[src/rtl/dms_pkg.sv]
package dms_pkg;
  localparam int MASK_W  = 8;
  localparam int CODE_W  = 8;
  localparam int IDX_W   = $clog2(MASK_W);
  localparam int NUM_FAM = 3;
  localparam int SLOW_TOP = 2;  // highest UltraDMA bit usable on a 40-wire cable
  localparam int FAST_TOP = 6;  // highest UltraDMA bit subject to the cable clamp

  typedef logic [CODE_W-1:0] code_t;
  typedef logic [MASK_W-1:0] mask_t;

  localparam code_t UDMA_BASE = 8'h40;
  localparam code_t MW_BASE   = 8'h20;
  localparam code_t SW_BASE   = 8'h10;
  localparam code_t CLAMP_REQ = UDMA_BASE + code_t'(SLOW_TOP);

  // Search order: index 0 is tried first.
  function automatic code_t fam_base(input int f);
    case (f)
      0:       return UDMA_BASE;
      1:       return MW_BASE;
      default: return SW_BASE;
    endcase
  endfunction

  function automatic logic [IDX_W-1:0] top_bit(input mask_t m);
    logic [IDX_W-1:0] r;
    r = '0;
    for (int i = 0; i < MASK_W; i++)
      if (m[i]) r = IDX_W'(i);
    return r;
  endfunction

  function automatic mask_t slow_bits();
    mask_t r;
    r = '0;
    for (int i = 0; i <= SLOW_TOP; i++) r[i] = 1'b1;
    return r;
  endfunction

  function automatic mask_t fast_bits();
    mask_t r;
    r = '0;
    for (int i = SLOW_TOP + 1; i <= FAST_TOP; i++) r[i] = 1'b1;
    return r;
  endfunction

  // All modes up to and including m.
  function automatic mask_t legacy_mask(input logic [7:0] m);
    mask_t r;
    r = '0;
    for (int i = 0; i < MASK_W; i++)
      if (8'(i) <= m) r[i] = 1'b1;
    return r;
  endfunction

  function automatic code_t min_code(input code_t a, input code_t b);
    return (a < b) ? a : b;
  endfunction
endpackage

[src/rtl/dms_fam_mask.sv]
module dms_fam_mask
  import dms_pkg::*;
(
  input  logic  fam_ok,
  input  mask_t drv_mask,
  input  mask_t host_mask,
  input  logic  alt_ok,
  input  mask_t alt_mask,
  input  logic  clamp_on,
  output mask_t mask,
  output logic  clamp_hit
);
  mask_t raw;

  always_comb begin
    if (fam_ok)      raw = host_mask & drv_mask;
    else if (alt_ok) raw = host_mask & alt_mask;
    else             raw = '0;
  end

  assign clamp_hit = clamp_on && ((raw & fast_bits()) != '0);
  assign mask      = clamp_hit ? (raw & slow_bits()) : raw;
endmodule

[src/rtl/dms_pick.sv]
module dms_pick
  import dms_pkg::*;
(
  input  mask_t [NUM_FAM-1:0] masks,
  input  code_t               req_mode,
  output code_t               pick_code,
  output logic                pick_hit
);
  always_comb begin
    pick_code = '0;
    pick_hit  = 1'b0;
    for (int f = 0; f < NUM_FAM; f++) begin
      if (!pick_hit && (req_mode >= fam_base(f)) && (masks[f] != '0)) begin
        pick_hit  = 1'b1;
        pick_code = fam_base(f) + code_t'(top_bit(masks[f]));
      end
    end
  end
endmodule

[src/rtl/dms_id_check.sv]
module dms_id_check (
  input  logic       udma_valid,
  input  logic       dma_valid,
  input  logic [7:0] udma_act,
  input  logic [7:0] mw_act,
  input  logic [7:0] sw_act,
  output logic       id_bad
);
  always_comb begin
    if (udma_valid)     id_bad = (udma_act != 8'h00) && (mw_act != 8'h00);
    else if (dma_valid) id_bad = (mw_act != 8'h00) && (sw_act != 8'h00);
    else                id_bad = 1'b0;
  end
endmodule

[src/rtl/dma_mode_sel.sv]
module dma_mode_sel
  import dms_pkg::*;
#(
  parameter int WORD_W = 16
) (
  input  logic              clk,
  input  logic              rst_n,
  input  logic              start,
  input  logic [7:0]        req_mode,
  input  logic              udma_valid,
  input  logic              dma_valid,
  input  logic [WORD_W-1:0] udma_word,
  input  logic [WORD_W-1:0] mwdma_word,
  input  logic [WORD_W-1:0] swdma_word,
  input  logic [WORD_W-1:0] legacy_sw_timing,
  input  logic [7:0]        host_udma_mask,
  input  logic [7:0]        host_mwdma_mask,
  input  logic [7:0]        host_swdma_mask,
  input  logic              cable_80w,
  input  logic              media_disk,
  input  logic              no_atapi_dma,
  output logic              done,
  output logic [7:0]        mode_out,
  output logic              id_err
);
  localparam int ACT_LO = 8;

  mask_t [NUM_FAM-1:0] fam_mask;
  logic  [NUM_FAM-1:0] fam_clamp;
  logic  legacy_ok;
  logic  atapi_block;
  logic  udma_clamp;
  code_t pick_code;
  logic  pick_hit;
  code_t final_code;
  logic  id_bad;

  assign legacy_ok  = (legacy_sw_timing != '0) && (legacy_sw_timing[7:0] <= 8'd2);
  assign udma_clamp = fam_clamp[0];

  for (genvar g = 0; g < NUM_FAM; g++) begin : g_fam
    logic  f_ok, f_alt_ok, f_clamp_on;
    mask_t f_drv, f_host, f_alt;
    if (g == 0) begin : g_udma
      assign f_ok       = udma_valid;
      assign f_drv      = udma_word[MASK_W-1:0];
      assign f_host     = host_udma_mask;
      assign f_alt_ok   = 1'b0;
      assign f_alt      = '0;
      assign f_clamp_on = (req_mode > CLAMP_REQ) && !cable_80w;
    end else if (g == 1) begin : g_mw
      assign f_ok       = dma_valid;
      assign f_drv      = mwdma_word[MASK_W-1:0];
      assign f_host     = host_mwdma_mask;
      assign f_alt_ok   = 1'b0;
      assign f_alt      = '0;
      assign f_clamp_on = 1'b0;
    end else begin : g_sw
      assign f_ok       = dma_valid;
      assign f_drv      = swdma_word[MASK_W-1:0];
      assign f_host     = host_swdma_mask;
      assign f_alt_ok   = legacy_ok;
      assign f_alt      = legacy_mask(legacy_sw_timing[7:0]);
      assign f_clamp_on = 1'b0;
    end

    dms_fam_mask i_mask (
      .fam_ok    (f_ok),
      .drv_mask  (f_drv),
      .host_mask (f_host),
      .alt_ok    (f_alt_ok),
      .alt_mask  (f_alt),
      .clamp_on  (f_clamp_on),
      .mask      (fam_mask[g]),
      .clamp_hit (fam_clamp[g])
    );
  end

  dms_pick i_pick (
    .masks     (fam_mask),
    .req_mode  (req_mode),
    .pick_code (pick_code),
    .pick_hit  (pick_hit)
  );

  dms_id_check i_idchk (
    .udma_valid (udma_valid),
    .dma_valid  (dma_valid),
    .udma_act   (udma_word[WORD_W-1:ACT_LO]),
    .mw_act     (mwdma_word[WORD_W-1:ACT_LO]),
    .sw_act     (swdma_word[WORD_W-1:ACT_LO]),
    .id_bad     (id_bad)
  );

  assign atapi_block = !media_disk && no_atapi_dma;
  assign final_code  = (atapi_block || !pick_hit) ? '0 : min_code(pick_code, req_mode);

  always_ff @(posedge clk or negedge rst_n) begin
    if (!rst_n) begin
      done     <= 1'b0;
      mode_out <= '0;
      id_err   <= 1'b0;
    end else begin
      done <= start;
      if (start) begin
        mode_out <= final_code;
        id_err   <= id_bad;
      end
    end
  end
endmodule

[config.mk]
export PLATFORM = sky130hd
export DESIGN_NAME = dma_mode_sel
export DESIGN_NICKNAME = d
export VERILOG_FILES = /design/src/rtl/dms_pkg.sv /design/src/rtl/dms_fam_mask.sv /design/src/rtl/dms_pick.sv /design/src/rtl/dms_id_check.sv /design/src/rtl/dma_mode_sel.sv
export SDC_FILE = /design/constraint.sdc
export NUM_CORES = 1
export LEC_CHECK = 0
export CAP_MARGIN = 15
export CORE_MARGIN = 5
export CORE_UTILIZATION = 34
export CTS_BUF_LIST = sky130_fd_sc_hd__clkbuf_2
export DETAILED_ROUTE_END_ITERATION = 8
export MAX_ROUTING_LAYER = met4
export PLACE_DENSITY = 0.91
export SETUP_SLACK_MARGIN = 0.3
export SLEW_MARGIN = 20
export SYNTH_ARGS = -nofsm -noshare
export SYNTH_HDL_FRONTEND = slang
export SYNTH_SLANG_ARGS = --single-unit
[constraint.sdc]
create_clock -name clk -period 0.9 [get_ports clk]
set_input_delay 0.225 -clock clk [delete_from_list [all_inputs] [get_ports clk]]
set_output_delay 0.225 -clock clk [all_outputs]
set_load 0.05 [all_outputs]
==> tab_implementation.tex, run 1 <==
\begin{tabular}{lr}
\hline
Metric & Value \\
\hline
\multicolumn{2}{l}{\textbf{Outcome}} \\
Run status & finished with violations \\
Violated checks & negative setup slack \\
\multicolumn{2}{l}{\textbf{Finish}} \\
Area used by sequential logic in the layout & 261.5 um\^{}2 \\
Area of the multi-input gates & 1271 um\^{}2 \\
Highest-count cells in the layout ignoring fill and taps & sky130\_fd\_sc\_hd\_\_clkdlybuf4s50\_1 (67), sky130\_fd\_sc\_hd\_\_buf\_4 (66), sky130\_fd\_sc\_hd\_\_nand2\_1 (31) \\
Post-Layout Inst Area & 3412 um\^{}2 \\
Most frequent standard cell in the layout excluding fill and tap cells & sky130\_fd\_sc\_hd\_\_clkdlybuf4s50\_1 \\
Number of diodes added for antenna fixing & 0 \\
Layout fillers & 223 \\
Net count reported at finish & 483 \\
Layout cells sized above 1 & 38.87\% \\
Utilization of the core after routing & 85.92\% \\
Syn-to-layout area delta & 147.0\% \\
\multicolumn{2}{l}{\textbf{Logic synthesis}} \\
Post-synthesis average cell area & 7.387 um\^{}2 \\
Library cells used by synthesis & 53 \\
Fraction of the yosys area taken by sequential cells & 18.12\% \\
Syn nets & 296 \\
Cell taking the most area after synthesis & sky130\_fd\_sc\_hd\_\_dfrtp\_1 \\
Synth area leaders & sky130\_fd\_sc\_hd\_\_dfrtp\_1 (18\%), sky130\_fd\_sc\_hd\_\_nand2\_1 (8.7\%), sky130\_fd\_sc\_hd\_\_ha\_1 (4.5\%), sky130\_fd\_sc\_hd\_\_a22oi\_1 (4.3\%), sky130\_fd\_sc\_hd\_\_inv\_1 (4.1\%) \\
Number of instances in the synthesized netlist & 187 \\
Post-Syn Area & 1381 um\^{}2 \\
Number of enable-type register cells in the synthesized netlist & 0 \\
Count of synthesis-stage warnings from yosys & 0 \\
Top flip-flop cell by instance count after synthesis & sky130\_fd\_sc\_hd\_\_dfrtp\_1 \\
Share of the synthesized area in the top cell type & 18.12\% \\
\#FFs+latches synth & 10 \\
Async set-reset flop share out of synthesis & 100.0\% \\
\multicolumn{2}{l}{\textbf{STA}} \\
Min Tclk post-route & 3.419 ns \\
Worst rel slew slack & 59.92\% \\
Number of hold violations in the final report & 0 \\
WHS & 0.2530 ns \\
Actual transition at the worst max-transition pin & 0.5958 ns \\
Maximum clock skew at final layout & 0 ns \\
RSZ-0062 raised after global routing & yes \\
Maximum clock frequency & 0.2925 GHz \\
Max Slew Vio Count & 0 \\
Portion of the clock cycle consumed by the worst path in the final layout & 379.9\% \\
Final setup vio count & 17 \\
Smallest setup slack after layout & -2.519 ns \\
\multicolumn{2}{l}{\textbf{Setup path}} \\
Number of logic stages on the critical path including buffering & 16 \\
Critical-path top delay cell & sky130\_fd\_sc\_hd\_\_or4b\_4 \\
CP bufs+invs & 3 \\
Largest fanout of any net on the critical path & 5 \\
Critical path cell sequence & dlygate4sd2\_1 -> buf\_4 -> or3\_1 -> nor2\_1 -> a21oi\_1 -> a21o\_1 -> nand3\_1 -> inv\_1 -> ha\_1 -> a21o\_1 -> a21oi\_2 -> nor2\_1 -> or4b\_4 -> or3\_4 -> a21oi\_2 -> o32ai\_2 \\
Kind of capture point of the worst setup path & flip-flop \\
Crit path arrival time & 3.56 ns \\
Largest delay share family, worst path & simple AND/OR/NAND/NOR gates \\
Startpoint class of the critical path & input pin \\
Classification of the worst setup path & input pin to flip-flop \\
Cell count of the worst reg-to-reg path & 1 \\
Peak per-stage delay on the critical path & 0.53 ns \\
Req. time, crit path & 1.04 ns \\
\multicolumn{2}{l}{\textbf{Clock tree}} \\
TritonCTS clock tree & yes \\
Post-CTS clock slew at the launch and capture registers of the worst setup and hold paths & 0.10 ns \\
Insertion delay of the later-clocked pin in the worst-skew pair & 0.25 ns \\
Longest Clk Path Bufs & 2 \\
Number of buffers inserted during clock tree synthesis & 3 \\
Clock Sink Count & 10 \\
Number of buffers added to fix hold violations after cts & 0 \\
CTS root buffer & sky130\_fd\_sc\_hd\_\_clkbuf\_2 \\
H-Tree Level Count & 1 \\
\multicolumn{2}{l}{\textbf{Hold path}} \\
Class of the tightest hold or removal check & input pin to asynchronous set/reset pin \\
\multicolumn{2}{l}{\textbf{Global route}} \\
Overall fraction of global-route tracks in use & 28.56\% \\
Wire length of the first global-routing pass & 11760 um \\
Number of antenna violations at the first check in global routing & 0 \\
Pin count of the biggest net entering global routing & 11 \\
Grt total ovfl & 0 \\
Vias in the first global route & 2745 \\
\multicolumn{2}{l}{\textbf{Placed design}} \\
Setup WS pre-CTS & -3.079 ns \\
Final weighted congestion in routability-driven placement & 0.9293 \\
Port Buf Inserts & 113 \\
Post-place instance area & 3182 um\^{}2 \\
Placed wire-length estimate & 5847 um \\
\multicolumn{2}{l}{\textbf{Pwr}} \\
Maximum ir drop on the vdd rail & 0.0007774 V \\
Total leakage power & 1.519 nW \\
Power Dens Cells & 843.4 nW/um\^{}2 \\
\multicolumn{2}{l}{\textbf{Floorplanning}} \\
Die outline width & 73.74 um \\
Die H & 73.74 um \\
Effective utilization at floorplan & 34.78\% \\
Number of top-level design ports & 114 \\
Core Rows & 23 \\
Full die area & 5438 um\^{}2 \\
Core area & 3971 um\^{}2 \\
\multicolumn{2}{l}{\textbf{Route}} \\
Total DRC errors in the routed layout & 0 \\
Number of vias per cell after detailed routing & 5.974 \\
Remaining antenna violation count after routing & 0 \\
Routed wire length on met3 & 854 um \\
Via count of the routed design & 2527 \\
Initial DRT Pass Iterations & 5 \\
Post-route met1 wirelength & 2659 um \\
Initial detailed-routing violation count & 132 \\
DRT Wirelength & 8011 um \\
Top metal layer carrying routed signals & met4 \\
Routed wire length per instance & 18.94 um \\
Met2 routed wirelength & 4111 um \\
\multicolumn{2}{l}{\textbf{Flow run}} \\
Max capacitance violation total & 0 \\
\hline
\end{tabular}
==> report_power, final <==
| part | internal (mW) | switching [mW] | total, mW | leakage [nW] |
|---|---|---|---|---|
| Combinational | 1.11 | 0.916 | 2.03 | 1.39 |
| Sequential | 0.509 | 0.0621 | 0.572 | 0.117 |
| Clock | 0.118 | 0.159 | 0.277 | 0.0166 |
==> per-stage QoR <==
stage | instances | setup TNS, ns | power [mW]
final | 423 | -18.19 | 2.878
after global routing | 423 | -19.49 | 3.017
after global placement | 411 | -20.90 | 2.354
after detailed placement | 411 | -21.64 | 2.417
after CTS | 422 | -17.41 | 2.749
after floorplan | 187 | -16.18 | 1.233
==> cell usage after synthesis, types with 3 or more instances <==
| library cell | number |
|---|---|
| sky130_fd_sc_hd__nand3_1 | 10 |
| sky130_fd_sc_hd__nor3_1 | 6 |
| sky130_fd_sc_hd__dfrtp_1 | 10 |
| sky130_fd_sc_hd__nor4_1 | 9 |
| sky130_fd_sc_hd__a21o_1 | 4 |
| sky130_fd_sc_hd__nand2_1 | 32 |
| sky130_fd_sc_hd__a21oi_1 | 8 |
| sky130_fd_sc_hd__ha_1 | 5 |
| sky130_fd_sc_hd__o21ai_0 | 5 |
| sky130_fd_sc_hd__a22oi_1 | 8 |
| sky130_fd_sc_hd__o22ai_1 | 3 |
| sky130_fd_sc_hd__nand2b_1 | 3 |
| sky130_fd_sc_hd__nor2_1 | 8 |
| sky130_fd_sc_hd__o311ai_1 | 5 |
| sky130_fd_sc_hd__nand4_1 | 7 |
| sky130_fd_sc_hd__inv_1 | 15 |
| sky130_fd_sc_hd__o2111ai_1 | 3 |
==> per-layer routing <==
layer,track usage [%],up-vias
li1,-,1127
met1,26.67,1173
met2,53.54,182
met3,5.609,45
met4,15.90,0
met5,-,-
==> what timing repair did <==
item / 4_1_cts / 5_1_grt
buffers inserted: 7 / 1
pin swaps: 28 / 14
setup endpoints to repair: 20 / 19
gates resized for setup: 97 / 20
==> area by class of cell <==
cell class / instances / area share [%]
Clock buffer: 4 / 0.5867
Inverter: 16 / 1.907
Multi-Input combinational cell: 160 / 37.26
Sequential cell: 10 / 7.664
Tap cell: 50 / 1.834
Timing Repair Buffer: 183 / 50.75
==> logic make-up (layout without fill, tap and decap cells) <==
group                    Yosys count  count (layout)  synth area share, %
AO/OA/AOI/OAI                     67              67                39.77
flip-flops                        10              10                18.12
AND/OR/NAND/NOR                   87              87                32.34
adder cells (fa/ha/maj)            5               5                4.529
buffers and inverters             17             203                4.619
XOR/XNOR                           1               1               0.6342
==> sequential cells by signal (all words and copies together), names as in the netlist <==
signal	flops
id_err	1
mode_out	8
done	1
==> final timing paths <==
check | endpoint | from | slack, ns
min in group clk | mode_out[5]$_DFFE_PN0P_ | req_mode[5] | 0.26
worst max register to register | mode_out[0]$_DFFE_PN0P_ | mode_out[0]$_DFFE_PN0P_ | 0
max in group asynchronous | id_err$_DFFE_PN0P_ | rst_n | 0.49
worst min-delay path | mode_out[4]$_DFFE_PN0P_ | rst_n | 0.25
worst min register to register | mode_out[3]$_DFFE_PN0P_ | mode_out[3]$_DFFE_PN0P_ | 0.56
worst max-delay path | mode_out[1]$_DFFE_PN0P_ | req_mode[6] | -2.52
(Power assumes the default switching activity.)
==> inputs of run 2 (changes only) <==
RECOVER_POWER = 50   (was unset)
==> run 2 against run 1 <==
Compared with the run above: the flow still finishes with violations (negative setup slack); wire length decreased by 0.19%; clock skew unchanged; non-clock buffer count unchanged; hold slack gained 0.018 ns; largest cell class unchanged; highest routed layer unchanged.
==> tab_implementation.tex, run 2 (same netlist as run 1, synthesis figures left out) <==
\begin{tabular}{lr}
\hline
Metric & Value \\
\hline
\multicolumn{2}{l}{\textbf{Global route}} \\
Pin count of the biggest net entering global routing & 11 (unchanged) \\
Wire length of the first global-routing pass & 11760 um (unchanged) \\
Number of antenna violations at the first check in global routing & 0 (unchanged) \\
Overall fraction of global-route tracks in use & 28.56\% (unchanged) \\
Vias in the first global route & 2745 (unchanged) \\
Grt total ovfl & 0 (unchanged) \\
\multicolumn{2}{l}{\textbf{Floorplanning}} \\
Effective utilization at floorplan & 34.78\% (unchanged) \\
Full die area & 5438 um\^{}2 (unchanged) \\
Core area & 3971 um\^{}2 (unchanged) \\
Die outline width & 73.74 um (unchanged) \\
Number of top-level design ports & 114 (unchanged) \\
Die H & 73.74 um (unchanged) \\
Core Rows & 23 (unchanged) \\
\multicolumn{2}{l}{\textbf{Hold path}} \\
Launch instance of the worst min-delay path & req\_mode[5] \\
Hold path cells & 3 \\
Class of the tightest hold or removal check & input pin to flip-flop (was input pin to asynchronous set/reset pin) \\
Worst hold path endpoint & mode\_out[5]\$\_DFFE\_PN0P\_ \\
\multicolumn{2}{l}{\textbf{Route}} \\
Initial DRT Pass Iterations & 4 (was 5) \\
Initial detailed-routing violation count & 165 (was 132) \\
Post-route met1 wirelength & 2592 um (was 2659 um) \\
Remaining antenna violation count after routing & 0 (unchanged) \\
Routed wire length on met3 & 917 um (was 854 um) \\
Number of vias per cell after detailed routing & 6.000 (was 5.974) \\
DRT Wirelength & 7996 um (was 8011 um) \\
Total DRC errors in the routed layout & 0 (unchanged) \\
Top metal layer carrying routed signals & met4 (unchanged) \\
Routed wire length per instance & 18.90 um (was 18.94 um) \\
Via count of the routed design & 2538 (was 2527) \\
Met2 routed wirelength & 4081 um (was 4111 um) \\
\multicolumn{2}{l}{\textbf{Setup path}} \\
Largest delay share family, worst path & simple AND/OR/NAND/NOR gates (unchanged) \\
CP bufs+invs & 3 (unchanged) \\
Classification of the worst setup path & input pin to flip-flop (unchanged) \\
Cell count of the worst reg-to-reg path & 1 (unchanged) \\
Kind of capture point of the worst setup path & flip-flop (unchanged) \\
Origin of the critical flop-to-flop path & mode\_out[0]\$\_DFFE\_PN0P\_ (unchanged) \\
Crit path arrival time & 3.56 ns (about the same) \\
Peak per-stage delay on the critical path & 0.53 ns (about the same) \\
Critical path cell sequence & dlygate4sd2\_1 -> buf\_4 -> or3\_1 -> nor2\_1 -> a21oi\_1 -> a21o\_1 -> nand3\_1 -> inv\_1 -> ha\_1 -> a21o\_1 -> a21oi\_2 -> nor2\_1 -> or4b\_4 -> or3\_4 -> a21oi\_2 -> o32ai\_2 (unchanged) \\
Slack of the worst reg-to-reg path & 0.01 ns (was 0 ns) \\
Req. time, crit path & 1.04 ns (about the same) \\
Startpoint class of the critical path & input pin (unchanged) \\
Largest fanout of any net on the critical path & 5 (unchanged) \\
Critical-path top delay cell & sky130\_fd\_sc\_hd\_\_or4b\_4 (unchanged) \\
R2r endpoint & mode\_out[0]\$\_DFFE\_PN0P\_ (unchanged) \\
\multicolumn{2}{l}{\textbf{STA}} \\
Maximum clock frequency & 0.2927 GHz (was 0.2925 GHz) \\
Max Slew Vio Count & 0 (unchanged) \\
WHS & 0.2709 ns (was 0.2530 ns) \\
Maximum clock skew at final layout & 0 ns (unchanged) \\
RSZ-0062 raised after global routing & yes (unchanged) \\
Worst rel slew slack & 60.51\% (was 59.92\%) \\
Min Tclk post-route & 3.416 ns (was 3.419 ns) \\
Actual transition at the worst max-transition pin & 0.5870 ns (was 0.5958 ns) \\
Portion of the clock cycle consumed by the worst path in the final layout & 379.6\% (was 379.9\%) \\
Number of hold violations in the final report & 0 (unchanged) \\
Final setup vio count & 18 (was 17) \\
Smallest setup slack after layout & -2.516 ns (was -2.519 ns) \\
\multicolumn{2}{l}{\textbf{Clock tree}} \\
TritonCTS clock tree & yes (unchanged) \\
CTS root buffer & sky130\_fd\_sc\_hd\_\_clkbuf\_2 (unchanged) \\
Insertion delay of the later-clocked pin in the worst-skew pair & 0.25 ns (about the same) \\
Post-CTS clock slew at the launch and capture registers of the worst setup and hold paths & 0.10 ns (about the same) \\
Clock Sink Count & 10 (unchanged) \\
Number of buffers inserted during clock tree synthesis & 3 (unchanged) \\
H-Tree Level Count & 1 (unchanged) \\
Longest Clk Path Bufs & 2 (unchanged) \\
\multicolumn{2}{l}{\textbf{Placed design}} \\
Final weighted congestion in routability-driven placement & 0.9293 (unchanged) \\
Port Buf Inserts & 113 (unchanged) \\
Placed wire-length estimate & 5847 um (unchanged) \\
Setup WS pre-CTS & -3.079 ns (unchanged) \\
\multicolumn{2}{l}{\textbf{Pwr}} \\
Net Switching & 1.134 mW (was 1.137 mW) \\
Part of the power in registers & 19.9\% (about the same) \\
Total leakage power & 1.516 nW (was 1.519 nW) \\
Part of the power in the clock network & 9.6\% (about the same) \\
Power Dens Cells & 842.8 nW/um\^{}2 (was 843.4 nW/um\^{}2) \\
Maximum ir drop on the vdd rail & 0.0007735 V (was 0.0007774 V) \\
Total power after layout & 2.873 mW (was 2.878 mW) \\
Combinational group share of total power & 70.6\% (was 70.5\%) \\
Internal Pwr Total & 1.739 mW (was 1.741 mW) \\
Switching Share & 39.46\% (was 39.50\%) \\
\multicolumn{2}{l}{\textbf{Finish}} \\
Flip-flop count of the largest register after layout & 8 (unchanged) \\
Most frequent standard cell in the layout excluding fill and tap cells & sky130\_fd\_sc\_hd\_\_clkdlybuf4s50\_1 (unchanged) \\
Largest registers & mode\_out: 8 flops, done: 1 flops, id\_err: 1 flops (unchanged) \\
Highest-count cells in the layout ignoring fill and taps & sky130\_fd\_sc\_hd\_\_clkdlybuf4s50\_1 (67), sky130\_fd\_sc\_hd\_\_buf\_4 (65), sky130\_fd\_sc\_hd\_\_nand2\_1 (31) (was sky130\_fd\_sc\_hd\_\_clkdlybuf4s50\_1 (67), sky130\_fd\_sc\_hd\_\_buf\_4 (66), sky130\_fd\_sc\_hd\_\_nand2\_1 (31)) \\
Layout cells sized above 1 & 38.61\% (was 38.87\%) \\
Biggest register & mode\_out (unchanged) \\
Net count reported at finish & 483 (unchanged) \\
Number of diodes added for antenna fixing & 0 (unchanged) \\
Syn-to-layout area delta & 146.7\% (was 147.0\%) \\
Utilization of the core after routing & 85.82\% (was 85.92\%) \\
\multicolumn{2}{l}{\textbf{Outcome}} \\
Violated checks & negative setup slack (unchanged) \\
Run status & finished with violations (unchanged) \\
\multicolumn{2}{l}{\textbf{Flow run}} \\
Max capacitance violation total & 0 (unchanged) \\
\hline
\end{tabular}
==> run 2: cell count changes in the layout (fill, tap and decap cells not counted) <==
cell                       delta
sky130_fd_sc_hd__buf_4        -1
sky130_fd_sc_hd__clkbuf_1     +1
==> run 2: layout make-up <==
class | count | area, um^2
Timing Repair Buffer | 183 | 1728
Multi-Input combinational cell | 160 | 1271
Fill cell | 223 | 563.0
Sequential cell | 10 | 261.5
Inverter | 16 | 65.06
Tap cell | 50 | 62.56
Clock buffer | 4 | 20.02
==> run 2: worst max-delay path by stage <==
stage | from | end | slack, ns | cells after the start
6_report | req_mode[6] | mode_out[1]$_DFFE_PN0P_ | -2.52 | 16
5_1_grt | legacy_sw_timing[8] | mode_out[1]$_DFFE_PN0P_ | -2.64 | 15
4_1_cts | req_mode[5] | mode_out[1]$_DFFE_PN0P_ | -2.33 | 15
3_5_place_dp | req_mode[5] | mode_out[1]$_DFFE_PN0P_ | -3.08 | 15
3_3_place_gp | req_mode[5] | mode_out[1]$_DFFE_PN0P_ | -2.97 | 15
2_1_floorplan | req_mode[5] | mode_out[1]$_DFFE_PN0P_ | -2.46 | 14
==> run 2: power groups by stage <==
| stage | combinational (mW) | sequential [mW] | clock [mW] |
|---|---|---|---|
| after detailed placement | 1.84 | 0.575 | 0 |
| after floorplan | 0.503 | 0.731 | 0 |
| after global placement | 1.78 | 0.578 | 0 |
| after global routing | 2.14 | 0.578 | 0.297 |
| final | 2.03 | 0.571 | 0.275 |
| after CTS | 1.90 | 0.569 | 0.279 |
==> run 2: routing by layer <==
layer | up-vias | track usage [%]
met2 | 195 | 53.54
met4 | 0 | 15.90
li1 | 1126 | -
met5 | - | -
met1 | 1168 | 26.67
met3 | 49 | 5.609
==> run 2: stage by stage <==
| stage | TNS (ns) | area, um^2 | cells |
|---|---|---|---|
| floorplan | -16.18 | 1426 | 187 |
| global placement | -20.90 | 3182 | 411 |
| detailed placement | -21.64 | 3182 | 411 |
| CTS | -17.41 | 3343 | 422 |
| global route | -19.49 | 3408 | 423 |
| finish | -18.16 | 3408 | 423 |
==> run 2: timing repair <==
action | in CTS | in global routing
endpoints found under the setup margin | 20 | 19
setup buffers | 7 | 1
pin swaps | 28 | 14
hold buffers | 0 | 0
resized for setup | 97 | 20
==> inputs of run 3 (changes only) <==
CORE_UTILIZATION = 38   (was 34)
PLACE_DENSITY = 0.9   (was 0.91)
SYNTH_HIERARCHICAL = 1   (was unset)
==> run 3 against run 2 <==
Compared with the run above: the run still ends with negative setup slack left; fmax decreased by 11%; worst setup slack got worse by 0.42 ns; clock skew unchanged; cell count increased by 24%; global-route usage increased by 2.5 points; cell area increased by 19%; non-clock buffer count increased by 6; clock power increased by 25%; clock-buffer cell count decreased by 1; register-to-register slack got worse by 0.20 ns; critical path type unchanged; largest cell class is now multi-input gates; largest power group unchanged.
==> tab_implementation.tex, run 3 <==
\begin{tabular}{lr}
\hline
Metric & Value \\
\hline
\multicolumn{2}{l}{\textbf{Placed design}} \\
Setup WS pre-CTS & -3.054 ns (was -3.079 ns) \\
Final weighted congestion in routability-driven placement & 0.9055 (was 0.9293) \\
Port Buf Inserts & 113 (unchanged) \\
Placed wire-length estimate & 6390 um (was 5847 um) \\
\multicolumn{2}{l}{\textbf{Logic synthesis}} \\
Library cells used by synthesis & 54 (was 53) \\
Leading cell types by count after synthesis & sky130\_fd\_sc\_hd\_\_nand2\_1 (30), sky130\_fd\_sc\_hd\_\_nand3\_1 (20), sky130\_fd\_sc\_hd\_\_inv\_1 (17) (was sky130\_fd\_sc\_hd\_\_nand2\_1 (32), sky130\_fd\_sc\_hd\_\_inv\_1 (15), sky130\_fd\_sc\_hd\_\_dfrtp\_1 (10), sky130\_fd\_sc\_hd\_\_nand3\_1 (10), sky130\_fd\_sc\_hd\_\_nor4\_1 (9)) \\
Synth area leaders & sky130\_fd\_sc\_hd\_\_dfrtp\_1 (14\%), sky130\_fd\_sc\_hd\_\_nand2\_1 (6.3\%), sky130\_fd\_sc\_hd\_\_nand3\_1 (5.6\%), sky130\_fd\_sc\_hd\_\_nor2b\_1 (5.6\%), sky130\_fd\_sc\_hd\_\_ha\_1 (4.9\%) (was sky130\_fd\_sc\_hd\_\_dfrtp\_1 (18\%), sky130\_fd\_sc\_hd\_\_nand2\_1 (8.7\%), sky130\_fd\_sc\_hd\_\_ha\_1 (4.5\%), sky130\_fd\_sc\_hd\_\_a22oi\_1 (4.3\%), sky130\_fd\_sc\_hd\_\_inv\_1 (4.1\%)) \\
Fraction of the yosys area taken by sequential cells & 13.94\% (was 18.12\%) \\
Top flip-flop cell by instance count after synthesis & sky130\_fd\_sc\_hd\_\_dfrtp\_1 (unchanged) \\
\#FFs+latches synth & 10 (unchanged) \\
Share of the synthesized area in the top cell type & 13.94\% (was 18.12\%) \\
Count of synthesis-stage warnings from yosys & 6 (was 0) \\
Cell taking the most area after synthesis & sky130\_fd\_sc\_hd\_\_dfrtp\_1 (unchanged) \\
Post-synthesis average cell area & 7.097 um\^{}2 (was 7.387 um\^{}2) \\
Number of enable-type register cells in the synthesized netlist & 0 (unchanged) \\
Number of instances in the synthesized netlist & 253 (was 187) \\
Post-Syn Area & 1795 um\^{}2 (was 1381 um\^{}2) \\
Most repeated cell in the gate-level netlist after synthesis & sky130\_fd\_sc\_hd\_\_nand2\_1 (unchanged) \\
Async set-reset flop share out of synthesis & 100.0\% (unchanged) \\
\multicolumn{2}{l}{\textbf{STA}} \\
Smallest setup slack after layout & -2.937 ns (was -2.516 ns) \\
Maximum clock frequency & 0.2606 GHz (was 0.2927 GHz) \\
Maximum clock skew at final layout & 0 ns (unchanged) \\
Min Tclk post-route & 3.837 ns (was 3.416 ns) \\
Worst rel slew slack & 49.46\% (was 60.51\%) \\
Actual transition at the worst max-transition pin & 0.7581 ns (was 0.5870 ns) \\
Final setup vio count & 21 (was 18) \\
Number of hold violations in the final report & 0 (unchanged) \\
RSZ-0062 raised after global routing & yes (unchanged) \\
Final sum of negative setup slack & -25.95 ns (was -18.16 ns) \\
Portion of the clock cycle consumed by the worst path in the final layout & 426.3\% (was 379.6\%) \\
Max Slew Vio Count & 0 (unchanged) \\
\multicolumn{2}{l}{\textbf{Finish}} \\
Flip-flop count of the largest register after layout & 8 (unchanged) \\
Largest registers & mode\_out: 8 flops, done: 1 flops, id\_err: 1 flops (unchanged) \\
Most frequent standard cell in the layout excluding fill and tap cells & sky130\_fd\_sc\_hd\_\_clkdlybuf4s50\_1 (unchanged) \\
Net count reported at finish & 584 (was 483) \\
Biggest register & mode\_out (unchanged) \\
Layout cells sized above 1 & 36.44\% (was 38.61\%) \\
Highest-count cells in the layout ignoring fill and taps & sky130\_fd\_sc\_hd\_\_clkdlybuf4s50\_1 (79), sky130\_fd\_sc\_hd\_\_buf\_4 (71), sky130\_fd\_sc\_hd\_\_conb\_1 (36) (was sky130\_fd\_sc\_hd\_\_clkdlybuf4s50\_1 (67), sky130\_fd\_sc\_hd\_\_buf\_4 (65), sky130\_fd\_sc\_hd\_\_nand2\_1 (31)) \\
Number of diodes added for antenna fixing & 0 (unchanged) \\
Utilization of the core after routing & 86.95\% (was 85.82\%) \\
Syn-to-layout area delta & 125.7\% (was 146.7\%) \\
\multicolumn{2}{l}{\textbf{Setup path}} \\
Number of logic stages on the critical path including buffering & 18 (was 16) \\
Crit path arrival time & 4.01 ns (was 3.56 ns) \\
Most Frequent Cell on Critical Path & sky130\_fd\_sc\_hd\_\_nor2\_1 \\
Largest fanout of any net on the critical path & 7 (was 5) \\
Peak per-stage delay on the critical path & 0.53 ns (about the same) \\
Slack of the worst reg-to-reg path & -0.19 ns (was 0.01 ns) \\
Kind of capture point of the worst setup path & flip-flop (unchanged) \\
Critical Path Source & req\_mode[0] (was req\_mode[6]) \\
Classification of the worst setup path & input pin to flip-flop (unchanged) \\
Startpoint class of the critical path & input pin (unchanged) \\
Critical path cell sequence & clkdlybuf4s50\_1 -> nand2\_1 -> a21oi\_1 -> nor2\_1 -> nor2\_1 -> buf\_4 -> nor2b\_1 -> nor4\_2 -> a21o\_2 -> inv\_2 -> nor2\_4 -> o311ai\_2 -> a31oi\_1 -> ha\_2 -> nor3b\_4 -> o21a\_4 -> o2111ai\_2 -> nand3\_1 (was dlygate4sd2\_1 -> buf\_4 -> or3\_1 -> nor2\_1 -> a21oi\_1 -> a21o\_1 -> nand3\_1 -> inv\_1 -> ha\_1 -> a21o\_1 -> a21oi\_2 -> nor2\_1 -> or4b\_4 -> or3\_4 -> a21oi\_2 -> o32ai\_2) \\
CP bufs+invs & 3 (unchanged) \\
Origin of the critical flop-to-flop path & mode\_out[5]\$\_DFFE\_PN0P\_ (was mode\_out[0]\$\_DFFE\_PN0P\_) \\
Critical-path top delay cell & sky130\_fd\_sc\_hd\_\_clkdlybuf4s50\_1 (was sky130\_fd\_sc\_hd\_\_or4b\_4) \\
Req. time, crit path & 1.08 ns (was 1.04 ns) \\
Cell count of the worst reg-to-reg path & 3 (was 1) \\
R2r endpoint & mode\_out[5]\$\_DFFE\_PN0P\_ (was mode\_out[0]\$\_DFFE\_PN0P\_) \\
Worst setup path endpoint & mode\_out[0]\$\_DFFE\_PN0P\_ (was mode\_out[1]\$\_DFFE\_PN0P\_) \\
Largest delay share family, worst path & compound AO/OA/AOI/OAI gates (was simple AND/OR/NAND/NOR gates) \\
\multicolumn{2}{l}{\textbf{Clock tree}} \\
Number of buffers added to fix hold violations after cts & 0 (unchanged) \\
H-Tree Level Count & 1 (unchanged) \\
Post-CTS clock slew at the launch and capture registers of the worst setup and hold paths & 0.13 ns (was 0.10 ns) \\
CTS root buffer & sky130\_fd\_sc\_hd\_\_clkbuf\_2 (unchanged) \\
Longest Clk Path Bufs & 2 (unchanged) \\
Insertion delay of the later-clocked pin in the worst-skew pair & 0.29 ns (was 0.25 ns) \\
TritonCTS clock tree & yes (unchanged) \\
Number of buffers inserted during clock tree synthesis & 3 (unchanged) \\
Clock Sink Count & 10 (unchanged) \\
\multicolumn{2}{l}{\textbf{Floorplanning}} \\
Core area & 4661 um\^{}2 (was 3971 um\^{}2) \\
Die outline width & 78.74 um (was 73.74 um) \\
Full die area & 6200 um\^{}2 (was 5438 um\^{}2) \\
Effective utilization at floorplan & 38.52\% (was 34.78\%) \\
Core Rows & 25 (was 23) \\
Number of top-level design ports & 114 (unchanged) \\
Die H & 78.74 um (was 73.74 um) \\
\multicolumn{2}{l}{\textbf{Pwr}} \\
Total leakage power & 1.761 nW (was 1.516 nW) \\
Total power after layout & 3.951 mW (was 2.873 mW) \\
Power Dens Cells & 975.0 nW/um\^{}2 (was 842.8 nW/um\^{}2) \\
Maximum ir drop on the vdd rail & 0.0005759 V (was 0.0007735 V) \\
\multicolumn{2}{l}{\textbf{Route}} \\
Initial DRT Pass Iterations & 9 (was 4) \\
Total DRC errors in the routed layout & 0 (unchanged) \\
Routed wire length per instance & 21.94 um (was 18.90 um) \\
Remaining antenna violation count after routing & 0 (unchanged) \\
Via count of the routed design & 3388 (was 2538) \\
Number of vias per cell after detailed routing & 6.441 (was 6.000) \\
DRT Wirelength & 11540 um (was 7996 um) \\
Initial detailed-routing violation count & 443 (was 165) \\
\multicolumn{2}{l}{\textbf{Hold path}} \\
Class of the tightest hold or removal check & input pin to flip-flop (unchanged) \\
\multicolumn{2}{l}{\textbf{Global route}} \\
Grt total ovfl & 0 (unchanged) \\
Wire length of the first global-routing pass & 15160 um (was 11760 um) \\
Number of antenna violations at the first check in global routing & 0 (unchanged) \\
Overall fraction of global-route tracks in use & 31.08\% (was 28.56\%) \\
Vias in the first global route & 3316 (was 2745) \\
Pin count of the biggest net entering global routing & 22 (was 11) \\
\multicolumn{2}{l}{\textbf{Flow run}} \\
Max capacitance violation total & 0 (unchanged) \\
\multicolumn{2}{l}{\textbf{Outcome}} \\
Run status & finished with violations (unchanged) \\
Violated checks & negative setup slack (unchanged) \\
\hline
\end{tabular}
==> run 3: changes by cell type after synthesis, moves of 5 or more <==
cell	change
sky130_fd_sc_hd__o21ai_1	+11
sky130_fd_sc_hd__o2111ai_1	+5
sky130_fd_sc_hd__a32oi_1	+6
sky130_fd_sc_hd__nor2b_1	+15
sky130_fd_sc_hd__nand3_1	+10
==> run 3: per-layer routing <==
metal	vias up	global-route usage, %	part of all wire, %
met1	1516	32.13	32
met4	0	16.78	9.7
met2	356	55.43	46
met5	-	-	0
met3	141	6.122	12
li1	1375	-	-
==> run 3: worst min path at each step <==
stage	startpoint	end	cells past startpoint
2_1_floorplan	rst_n	done$_DFF_PN0_	0
3_3_place_gp	mode_out[7]$_DFFE_PN0P_	mode_out[7]$_DFFE_PN0P_	2
3_5_place_dp	mode_out[7]$_DFFE_PN0P_	mode_out[7]$_DFFE_PN0P_	2
4_1_cts	rst_n	mode_out[3]$_DFFE_PN0P_	2
5_1_grt	start	done$_DFF_PN0_	2
6_report	start	done$_DFF_PN0_	2
==> run 3: kinds of logic after synthesis <==
| logic type | share of synthesized area (%) |
|---|---|
| mux | 1.185 |
| simple gates | 42.44 |
| fa+ha+maj | 4.878 |
| other cells | 0.6271 |
| compound gates | 30.24 |
| flops | 13.94 |
| buf+inv | 6.690 |
==> run 3: where the power goes <==
part	internal (mW)	leakage, nW	switching (mW)	total (mW)
Combinational	1.51	1.63	1.47	2.98
Clock	0.0963	0.0140	0.248	0.344
Sequential	0.530	0.121	0.0989	0.629
==> run 3: area by class of cell <==
cell class,count,area (um^2)
multi-input cells,250,1837
repair buffers,189,1803
fillers,227,608.1
flip-flops and latches,10,255.2
inverters,19,71.32
well taps,54,67.56
clock buffers,3,15.01
clock inverters,1,3.754
==> run 3: what timing repair did <==
item	CTS	global route
setup buffers	13	6
cloned	1	0
pin swaps	31	18
gates resized for setup	99	10
endpoints found under the setup margin	20	19
==> run 3: stage by stage <==
| stage | area [um^2] | hold WS, ns | instances |
|---|---|---|---|
| 4_1_cts | 3975 | 0.2397 | 520 |
| 3_3_place_gp | 3689 | 0.5345 | 502 |
| 2_1_floorplan | 1981 | -0.07059 | 286 |
| 6_report | 4053 | 0.3463 | 526 |
| 5_1_grt | 4053 | 0.3485 | 526 |
| 3_5_place_dp | 3689 | 0.5455 | 502 |
